==> config.mk <==
export PLATFORM = sky130hd
export DESIGN_NAME = irq_prio_core
export DESIGN_NICKNAME = d
export VERILOG_FILES = /design/src/rtl/irqp_pkg.sv /design/src/rtl/irqp_resolver.sv /design/src/rtl/irqp_capture.sv /design/src/rtl/irqp_service.sv /design/src/rtl/irq_prio_core.sv
export SDC_FILE = /design/constraint.sdc
export NUM_CORES = 1
export LEC_CHECK = 0
export BUFFER_PORTS_ARGS = -buffer_cell sky130_fd_sc_hd__clkbuf_2
export CAP_MARGIN = 20
export CORE_ASPECT_RATIO = 0.5
export CORE_MARGIN = 4
export CORE_UTILIZATION = 40
export CTS_CLUSTER_DIAMETER = 100
export DETAILED_ROUTE_END_ITERATION = 7
export HOLD_SLACK_MARGIN = 0.08
export PLACE_DENSITY_LB_ADDON = 0.12
export SLEW_MARGIN = 20
export SYNTH_ARGS = -nofsm -noshare
export SYNTH_HDL_FRONTEND = slang
export SYNTH_SLANG_ARGS = --single-unit
==> constraint.sdc <==
create_clock -name clk -period 4.6 [get_ports clk]
set_input_delay 0.69 -clock clk [delete_from_list [all_inputs] [get_ports clk]]
set_output_delay 0.69 -clock clk [all_outputs]
set_load 0.005 [all_outputs]
==> src/rtl/irqp_pkg.sv <==
package irqp_pkg;

  typedef enum logic [2:0] {
    OP_ROT_AUTO_OFF = 3'd0,
    OP_EOI_TOP      = 3'd1,
    OP_IDLE         = 3'd2,
    OP_EOI_LVL      = 3'd3,
    OP_ROT_AUTO_ON  = 3'd4,
    OP_EOI_TOP_ROT  = 3'd5,
    OP_SET_BASE     = 3'd6,
    OP_EOI_LVL_ROT  = 3'd7
  } irqp_op_e;

endpackage

==> src/rtl/irqp_resolver.sv <==
// Rotating-priority search over a bit set: offset and level of first set bit
module irqp_resolver #(
  parameter int N_LINES = 8,
  localparam int LVL_W  = $clog2(N_LINES),
  localparam int PRIO_W = LVL_W + 1
) (
  input  logic [N_LINES-1:0] set_i,
  input  logic [LVL_W-1:0]   base_i,
  output logic [PRIO_W-1:0]  prio_o,
  output logic [LVL_W-1:0]   lvl_o
);

  logic [LVL_W-1:0] idx;

  always_comb begin
    prio_o = PRIO_W'(N_LINES);
    lvl_o  = '0;
    idx    = '0;
    for (int p = N_LINES - 1; p >= 0; p--) begin
      idx = base_i + LVL_W'(p);
      if (set_i[idx]) begin
        prio_o = PRIO_W'(p);
        lvl_o  = idx;
      end
    end
  end

endmodule

==> src/rtl/irqp_capture.sv <==
// Request capture, mask and trigger-mode registers
module irqp_capture #(
  parameter int N_LINES = 8,
  localparam int LVL_W  = $clog2(N_LINES)
) (
  input  logic               clk,
  input  logic               rst_n,
  input  logic [N_LINES-1:0] req_i,
  input  logic               mask_wr_i,
  input  logic [N_LINES-1:0] mask_i,
  input  logic               trig_wr_i,
  input  logic [N_LINES-1:0] trig_i,
  input  logic               ack_i,
  input  logic [LVL_W-1:0]   ack_lvl_i,
  output logic [N_LINES-1:0] req_o,
  output logic [N_LINES-1:0] mask_o
);

  logic [N_LINES-1:0] req_q, req_d;
  logic [N_LINES-1:0] last_q;
  logic [N_LINES-1:0] mask_q, mask_d;
  logic [N_LINES-1:0] trig_q, trig_d;
  logic [N_LINES-1:0] ack_hit;

  for (genvar i = 0; i < N_LINES; i++) begin : g_pin
    assign ack_hit[i] = ack_i && (ack_lvl_i == LVL_W'(i));

    always_comb begin
      if (trig_q[i]) begin
        req_d[i] = req_i[i];
      end else begin
        req_d[i] = (req_q[i] && !ack_hit[i]) || (req_i[i] && !last_q[i]);
      end
    end


    level_follow_chk: assert property (@(posedge clk) disable iff (!rst_n)
      trig_q[i] |=> (req_q[i] == $past(req_i[i])));


    edge_hold_chk: assert property (@(posedge clk) disable iff (!rst_n)
      (!trig_q[i] && req_q[i] && !ack_hit[i]) |=> req_q[i]);
  end

  always_comb begin
    mask_d = mask_q;
    trig_d = trig_q;
    if (mask_wr_i) mask_d = mask_i;
    if (trig_wr_i) trig_d = trig_i;
  end

  always_ff @(posedge clk or negedge rst_n) begin
    if (!rst_n) begin
      req_q  <= '0;
      last_q <= '0;
      mask_q <= '0;
      trig_q <= '0;
    end else begin
      req_q  <= req_d;
      last_q <= req_i;
      mask_q <= mask_d;
      trig_q <= trig_d;
    end
  end

  assign req_o  = req_q;
  assign mask_o = mask_q;

endmodule

==> src/rtl/irqp_service.sv <==
// In-service register, rotation base and command execution
module irqp_service
  import irqp_pkg::*;
#(
  parameter int N_LINES = 8,
  localparam int LVL_W  = $clog2(N_LINES)
) (
  input  logic               clk,
  input  logic               rst_n,
  input  logic               cmd_vld_i,
  input  logic [2:0]         cmd_code_i,
  input  logic [LVL_W-1:0]   cmd_lvl_i,
  input  logic               ack_i,
  input  logic [LVL_W-1:0]   ack_lvl_i,
  input  logic               auto_eoi_i,
  input  logic               eoi_hit_i,
  input  logic [LVL_W-1:0]   eoi_lvl_i,
  output logic [N_LINES-1:0] insvc_o,
  output logic [LVL_W-1:0]   base_o
);

  logic [N_LINES-1:0] insvc_q, insvc_d, clr_vec;
  logic [LVL_W-1:0]   base_q, base_d;
  logic               rot_q, rot_d;
  irqp_op_e           op;

  assign op = irqp_op_e'(cmd_code_i);

  always_comb begin
    clr_vec = '0;
    base_d  = base_q;
    rot_d   = rot_q;
    if (cmd_vld_i) begin
      unique case (op)
        OP_ROT_AUTO_OFF, OP_ROT_AUTO_ON: rot_d = cmd_code_i[2];
        OP_EOI_TOP, OP_EOI_TOP_ROT: begin
          if (eoi_hit_i) begin
            clr_vec[eoi_lvl_i] = 1'b1;
            if (op == OP_EOI_TOP_ROT) base_d = eoi_lvl_i + 1'b1;
          end
        end
        OP_EOI_LVL: clr_vec[cmd_lvl_i] = 1'b1;
        OP_EOI_LVL_ROT: begin
          clr_vec[cmd_lvl_i] = 1'b1;
          base_d = cmd_lvl_i + 1'b1;
        end
        OP_SET_BASE: base_d = cmd_lvl_i + 1'b1;
        default: ;
      endcase
    end
    insvc_d = insvc_q & ~clr_vec;
    if (ack_i) begin
      if (auto_eoi_i) begin
        insvc_d[ack_lvl_i] = 1'b0;
        if (rot_q) base_d = ack_lvl_i + 1'b1;
      end else begin
        insvc_d[ack_lvl_i] = 1'b1;
      end
    end
  end

  always_ff @(posedge clk or negedge rst_n) begin
    if (!rst_n) begin
      insvc_q <= '0;
      base_q  <= '0;
      rot_q   <= 1'b0;
    end else begin
      insvc_q <= insvc_d;
      base_q  <= base_d;
      rot_q   <= rot_d;
    end
  end

  assign insvc_o = insvc_q;
  assign base_o  = base_q;


  ack_sets_chk: assert property (@(posedge clk) disable iff (!rst_n)
    (ack_i && !auto_eoi_i) |=> insvc_q[$past(ack_lvl_i)]);


  auto_eoi_chk: assert property (@(posedge clk) disable iff (!rst_n)
    (ack_i && auto_eoi_i && !cmd_vld_i) |=> !insvc_q[$past(ack_lvl_i)]);


  eoi_rot_chk: assert property (@(posedge clk) disable iff (!rst_n)
    (cmd_vld_i && cmd_code_i == 3'd5 && eoi_hit_i && !ack_i)
      |=> (base_q == LVL_W'($past(eoi_lvl_i) + 1'b1)));


  eoi_lvl_chk: assert property (@(posedge clk) disable iff (!rst_n)
    (cmd_vld_i && cmd_code_i == 3'd3 && !ack_i) |=> !insvc_q[$past(cmd_lvl_i)]);


  idle_op_chk: assert property (@(posedge clk) disable iff (!rst_n)
    (cmd_vld_i && cmd_code_i == 3'd2 && !ack_i) |=> ($stable(insvc_q) && $stable(base_q)));

endmodule

==> src/rtl/irq_prio_core.sv <==
module irq_prio_core #(
  parameter int N_LINES     = 8,
  parameter bit IS_MASTER   = 1'b1,
  parameter int CASCADE_PIN = 2,
  localparam int LVL_W      = $clog2(N_LINES),
  localparam int PRIO_W     = LVL_W + 1
) (
  input  logic               clk,
  input  logic               rst_n,
  input  logic [N_LINES-1:0] req_i,
  input  logic               mask_wr_i,
  input  logic [N_LINES-1:0] mask_i,
  input  logic               trig_wr_i,
  input  logic [N_LINES-1:0] trig_i,
  input  logic               nested_i,
  input  logic               auto_eoi_i,
  input  logic               cmd_vld_i,
  input  logic [2:0]         cmd_code_i,
  input  logic [LVL_W-1:0]   cmd_lvl_i,
  input  logic               ack_i,
  input  logic [LVL_W-1:0]   ack_lvl_i,
  output logic               irq_o,
  output logic [LVL_W-1:0]   irq_lvl_o,
  output logic [N_LINES-1:0] req_o,
  output logic [N_LINES-1:0] insvc_o,
  output logic [LVL_W-1:0]   base_o
);

  logic [N_LINES-1:0] req_q, mask_q, insvc_q, pend_set, rank_set;
  logic [LVL_W-1:0]   base_q, pend_lvl, eoi_lvl, cur_lvl_unused;
  logic [PRIO_W-1:0]  pend_prio, eoi_prio, cur_prio;

  irqp_capture #(.N_LINES(N_LINES)) i_capture (
    .clk(clk), .rst_n(rst_n), .req_i(req_i),
    .mask_wr_i(mask_wr_i), .mask_i(mask_i),
    .trig_wr_i(trig_wr_i), .trig_i(trig_i),
    .ack_i(ack_i), .ack_lvl_i(ack_lvl_i),
    .req_o(req_q), .mask_o(mask_q)
  );

  irqp_service #(.N_LINES(N_LINES)) i_service (
    .clk(clk), .rst_n(rst_n),
    .cmd_vld_i(cmd_vld_i), .cmd_code_i(cmd_code_i), .cmd_lvl_i(cmd_lvl_i),
    .ack_i(ack_i), .ack_lvl_i(ack_lvl_i), .auto_eoi_i(auto_eoi_i),
    .eoi_hit_i(!eoi_prio[PRIO_W-1]), .eoi_lvl_i(eoi_lvl),
    .insvc_o(insvc_q), .base_o(base_q)
  );

  assign pend_set = req_q & ~mask_q;

  if (IS_MASTER) begin : g_master
    always_comb begin
      rank_set = insvc_q;
      if (nested_i) rank_set[CASCADE_PIN] = 1'b0;
    end
  end else begin : g_slave
    assign rank_set = insvc_q;
  end

  irqp_resolver #(.N_LINES(N_LINES)) i_pend_res (
    .set_i(pend_set), .base_i(base_q), .prio_o(pend_prio), .lvl_o(pend_lvl));

  irqp_resolver #(.N_LINES(N_LINES)) i_eoi_res (
    .set_i(insvc_q), .base_i(base_q), .prio_o(eoi_prio), .lvl_o(eoi_lvl));

  irqp_resolver #(.N_LINES(N_LINES)) i_cur_res (
    .set_i(rank_set), .base_i(base_q), .prio_o(cur_prio), .lvl_o(cur_lvl_unused));

  assign irq_o     = pend_prio < cur_prio;
  assign irq_lvl_o = pend_lvl;
  assign req_o     = req_q;
  assign insvc_o   = insvc_q;
  assign base_o    = base_q;


  irq_source_chk: assert property (@(posedge clk) disable iff (!rst_n)
    irq_o |-> (req_q[irq_lvl_o] && !mask_q[irq_lvl_o]));


  irq_not_served_chk: assert property (@(posedge clk) disable iff (!rst_n)
    (irq_o && !nested_i) |-> !insvc_q[irq_lvl_o]);

endmodule

* Yosys cells after proc, flatten, opt, wreduce, memory -nomap -nowiden
Cells that the tools add are included.
Cells by class: $add $sub $neg 10, magnitude comparators 15, equality and inequality tests 13, muxes and demuxes 115, bitwise logic cells 7, reductions and logical operators 58
Operators with widths (count):
- $mux 4 | 24
- $bmux 1 s3 | 24
- $mux 3 | 22
- $lt 3x4->1 const B | 11
- $mux 1 | 36
- $mux 8 | 4
- $logic_and 1x1->1 | 27
- $and 8x8->8 | 3
- $eq 3x3->1 const B | 8
- $not 8->8 | 3
- $logic_not 1->1 | 16
- $pmux 8 s2 | 1
- $add 3x1->3 const B | 4
- $add 3x3->3 const B | 4
- $demux 1 s3 | 3
- $eq 3x2->1 const B | 3
- $ge 3x1->1 const B | 3
- $logic_or 1x1->1 | 8
- $or 8x8->8 | 1
- $reduce_or 2->1 | 4
- $add 3x2->3 const B | 2
- $eq 3x1->1 const B | 2
- $logic_not 3->1 | 2
- $pmux 3 s2 | 1
- other kinds (2) | 2
Storage, ports and cells: register bits after elaboration 44, bits of input ports 41, output and inout port bits 23, logic and storage cells 225

* Longest topological paths before layout
depth in word-level cells 23, mapped depth 18, gate-level depth less buffers 14

* Modules after synthesis
From an unflattened synthesis, not the netlist that was laid out.
Unflattened totals: cell total of the unflattened synthesis 467, area, all modules 4685.7 sq um
By module, submodules not included:
- irqp_resolver | instances 3, cells an instance 87, area an instance 833.3 sq um, sequential area each 0.0 sq um
- irqp_capture | instances 1, cells an instance 90, area an instance 1204.9 sq um, sequential area each 800.8 sq um
- irqp_service | instances 1, cells an instance 95, area an instance 835.8 sq um, sequential area each 300.3 sq um
- irq_prio_core | instances 1, cells an instance 21, area an instance 145.1 sq um, sequential area each 0.0 sq um

* Least setup slack after synthesis
OpenSTA, ideal clock, no wires.
kind flip-flop to output port, start point register i_service.base_q[1], in the netlist i_service.base_o[1], end point output port irq_o, arrival time 3.556 ns, required time 3.910 ns, path slack 0.354 ns, cell stages (with the launch flop) 17, path buffers 4, cells stage by stage dfrtp_1 > clkbuf_1 > inv_1 > clkbuf_1 > ha_1 > buf_2 > inv_1 > clkbuf_1 > mux2i_1 > nor2_1 > a21oi_1 > nand2_1 > or2_2 > or2_2 > ha_1 > o21a_1 > o2bb2ai_1
Between the ends: longest elaborated chain between the ends 12, elaborated cells on any way between the ends 56, those cells by class 7 x add/sub; 1 x order compare; 48 x mux
Ends and longest elaborated chain:
- from (decl) | RTL line irqp_service.sv:23 | logic [LVL_W-1:0] base_q, base_d;
- from (signal assigned) | RTL line irqp_service.sv:69 | base_q <= base_d;
- $add 3x3->3 | RTL line irqp_resolver.sv:20 | idx = base_i + LVL_W'(p);
- $bmux 1 s3 | RTL line irqp_resolver.sv:21 | if (set_i[idx]) begin
- $mux 1 (not written as such) | RTL line irqp_resolver.sv:21
- $mux 4 (8 in a row) | RTL line irqp_resolver.sv:21
- $lt 4x4->1 (*) | RTL line irq_prio_core.sv:69 | assign irq_o = pend_prio < cur_prio;
- to (decl) | RTL line irq_prio_core.sv:22 | output logic irq_o,
Mark *: on every way between the ends. The rest lies on a longest branch, timed or not. The select of a mux whose other input is x is not followed.

* Final worst setup path
start point register i_service.base_q[0], in the netlist i_service.base_o[0], end point output port irq_o
The elaborated chain is that of the path after synthesis.

==> qor.yml <==
route:
  dr_wl_met2_um: 5750
  wl_met1_um: 7050
  post_drt_wl_per_cell_um: 18.9
  avgViaCountPerCell: 5.95
  wirelength_um: 14300
  initialDrtViolationCount: 582
  drtPass1Iterations: 5
  vias: 4482
  ant_nets: 0
  drc: 0
  top_layer: "met4"
  met3_length_um: 1320
cells_and_area:
  finalNonFillerCells: 753
  drive_gt1_share_pct: 26.1
  syn_to_final_growth_pct: 14.2
  num_antenna_cells: 0
  utilization_pct: 47.8
  nets: 647
flow_run:
  max_cap_violations: 0
setup_path:
  end_kind: "output pin"
  worst-path-max-fanout: 36
  critPathLaunchType: "register"
  crit_required_ns: 3.91
  setup.worst_path.class: "reg2out"
  critical_path_arrival_ns: 3.61
timing:
  post-route-period-util_pct: 93.4
  setup_viol: 0
  max_freq_mhz: 233
  setup_tns_ns: 0
  period_minus_slack_ns: 4.30
  hold_viol: 0
  worst-slew-pin-transition_ns: 0.714
  rsz0062_at_grt: "false"
  finClkSkew_ns: 0.00482
  relSlewSlack_pct: 52.0
  drv_slew: 0
clock_network:
  clock_sinks: 44
  clk_pin_slew_ns: 0.06
  clock-root-buffer: "clkbuf_16"
  cts.htree.levels: 2
  clk_latency_ns: 0.28
  cts_hold_buf: 0
  cts_tree: "built"
  cts-buffers-inserted: 5
  cts_buffer_depth: 2
global_route:
  grt_pass1_vias: 4200
  grtUsageTotal_pct: 21.1
  antenna_found_initial: 0
  grt.overflow.total: 0
  grt_pass1_wl_um: 23400
  grt_max_degree: 45
synth:
  netlist_instances: 540
  ys_seq_elements: 44
  ys_top_cells_by_count: "nand2_1, dfrtp_1, nor2_1, a21oi_1, mux2i_1"
  ys_top_cells_by_area: "dfrtp_1, mux4_2, mux2i_1"
  yosys.area.top_type: "dfrtp_1"
  synth_flop_cell: "dfrtp_1"
  yosysWarnings: 0
  yosysSeqAreaShare_pct: 23.5
  synthesis.nets: 594
  synth_edf_count: 0
  netlist_area_mm2: 0.00469
  synth_cell_types: 63
  synth_top_area_share_pct: 23.5
  async_reset_ff_share_pct: 100
  postSynthAreaPerCell_um2: 8.69
  post-synth-top-count-cell: "nand2_1"
pwr:
  switchingPower_mw: 1.58
  powerDensity_mw_per_mm2: 599
  vdd_drop_max_uv: 179
  combPwrFrac_pct: 71.8
  p_seq_share_pct: 17.4
  p_leak_nw: 2.26
  pwr-share-clk_pct: 10.8
  p_int_mw: 1.63
  power.share.switching_pct: 49.2
placed_design:
  gp_congestion: 0.937
  portBuffers: 63
  hpwl_um: 10800
  place_inst: 745
worst_hold_path:
  hold_class: "in2async"
floorplanning:
  start_util_pct: 41.8
  core_mm2: 0.0112
  rows: 27
  die_w_um: 161
  ios: 64
  dieArea_mm2: 0.0136
  die_h_um: 84.6
status:
  status: "complete, no violations"
routing by layer:
layer | vias up | GRT usage (%)
li1 | 2108 | -
met1 | 2166 | 33.5
met2 | 195 | 29.1
met3 | 13 | 4.56
met4 | 0 | 3.79
met5 | - | 0
cell usage in the layout, fill, tap and decap left out, types with 24 or more instances in the layout:
master    instances
clkbuf_2         63
o21ai_0          28
nand3_1          24
dfrtp_1          43
a21oi_1          38
mux4_2           25
mux2i_1          31
nand2_1          55
nor2_1           43
mux2_2           27
inv_1            29
power groups by stage:
stage               sequential, mW  combinational (mW)  clock [mW]
global placement             0.557                2.24           0
floorplan                    0.489                1.68           0
global route                 0.567                2.55       0.377
detailed placement           0.557                2.24           0
finish                       0.557                2.30       0.348
CTS                          0.550                2.25       0.358
worst max-delay path, cell delays in order (launching register included):
cell,delay (ns)
dfrtp_2,0.60
buf_6,0.38
mux4_2,0.59
mux2i_1,0.25
a41oi_1,0.11
nand2b_1,0.19
or2_2,0.27
or2_2,0.28
ha_1,0.20
nor3_1,0.17
o2bb2ai_1,0.13
clkbuf_2,0.13
cell families (layout without fill, tap and decap cells):
group / Yosys count / after routing / synth area share [%]
simple gates: 189 / 189 / 19.8
compound gates: 138 / 138 / 20.2
mux: 88 / 88 / 26.2
buf+inv: 62 / 116 / 5.49
flops: 44 / 44 / 23.5
fa+ha+maj: 13 / 13 / 3.47
xor+xnor: 6 / 6 / 1.28
per-stage QoR:
| step | cell area [µm²] | power, mW | worst slack (ns) | hold slack, ns |
|---|---|---|---|---|
| finish | 5360 | 3.21 | 0.303 | 0.484 |
| global route | 5360 | 3.49 | 0.0590 | 0.517 |
| CTS | 5320 | 3.15 | 0.123 | 0.503 |
| detailed placement | 5170 | 2.79 | 0.445 | 0.498 |
| global placement | 5170 | 2.79 | 0.511 | 0.492 |
| floorplan | 4690 | 2.17 | 0.354 | 0.394 |
final timing paths:
kind	from	to	slack [ns]	depth (start not counted)
worst max-delay path	i_service.base_o[0]	irq_o	0.30	11
worst min-delay path	rst_n	i_capture.last_q[0]	0.48	2
worst max register to register	i_service.base_o[0]	i_service.base_o[2]	0.75	12
min in group clk	i_capture.mask_o[7]	i_capture.mask_o[7]	0.51	1
worst min register to register	i_capture.mask_o[7]	i_capture.mask_o[7]	0.51	1
max in group asynchronous	rst_n	i_service.base_o[0]	3.72	2
cell type report:
cell class	instances	area [µm²]
clock inverter	2	12.5
tap	159	199
fill	1132	5860
inverter	30	113
timing repair buffer	78	432
clock buffer	6	129
multi-input combinational	434	3370
sequential	44	1100
timing repair:
| action | in CTS | in global routing |
|---|---|---|
| gates resized for setup | 0 | 8 |
| endpoints found under the setup margin | 0 | 1 |
| buffers inserted | 0 | 0 |
sequential cells by signal, summed over array words and instances (netlist names):
signal / flops
i_service.base_o: 3
i_capture.req_o: 8
i_capture.last_q: 8
i_capture.mask_o: 8
i_capture.trig_q: 8
i_service.insvc_o: 8
i_service.rot_q: 1
Power figures use the tool's default switching activity.
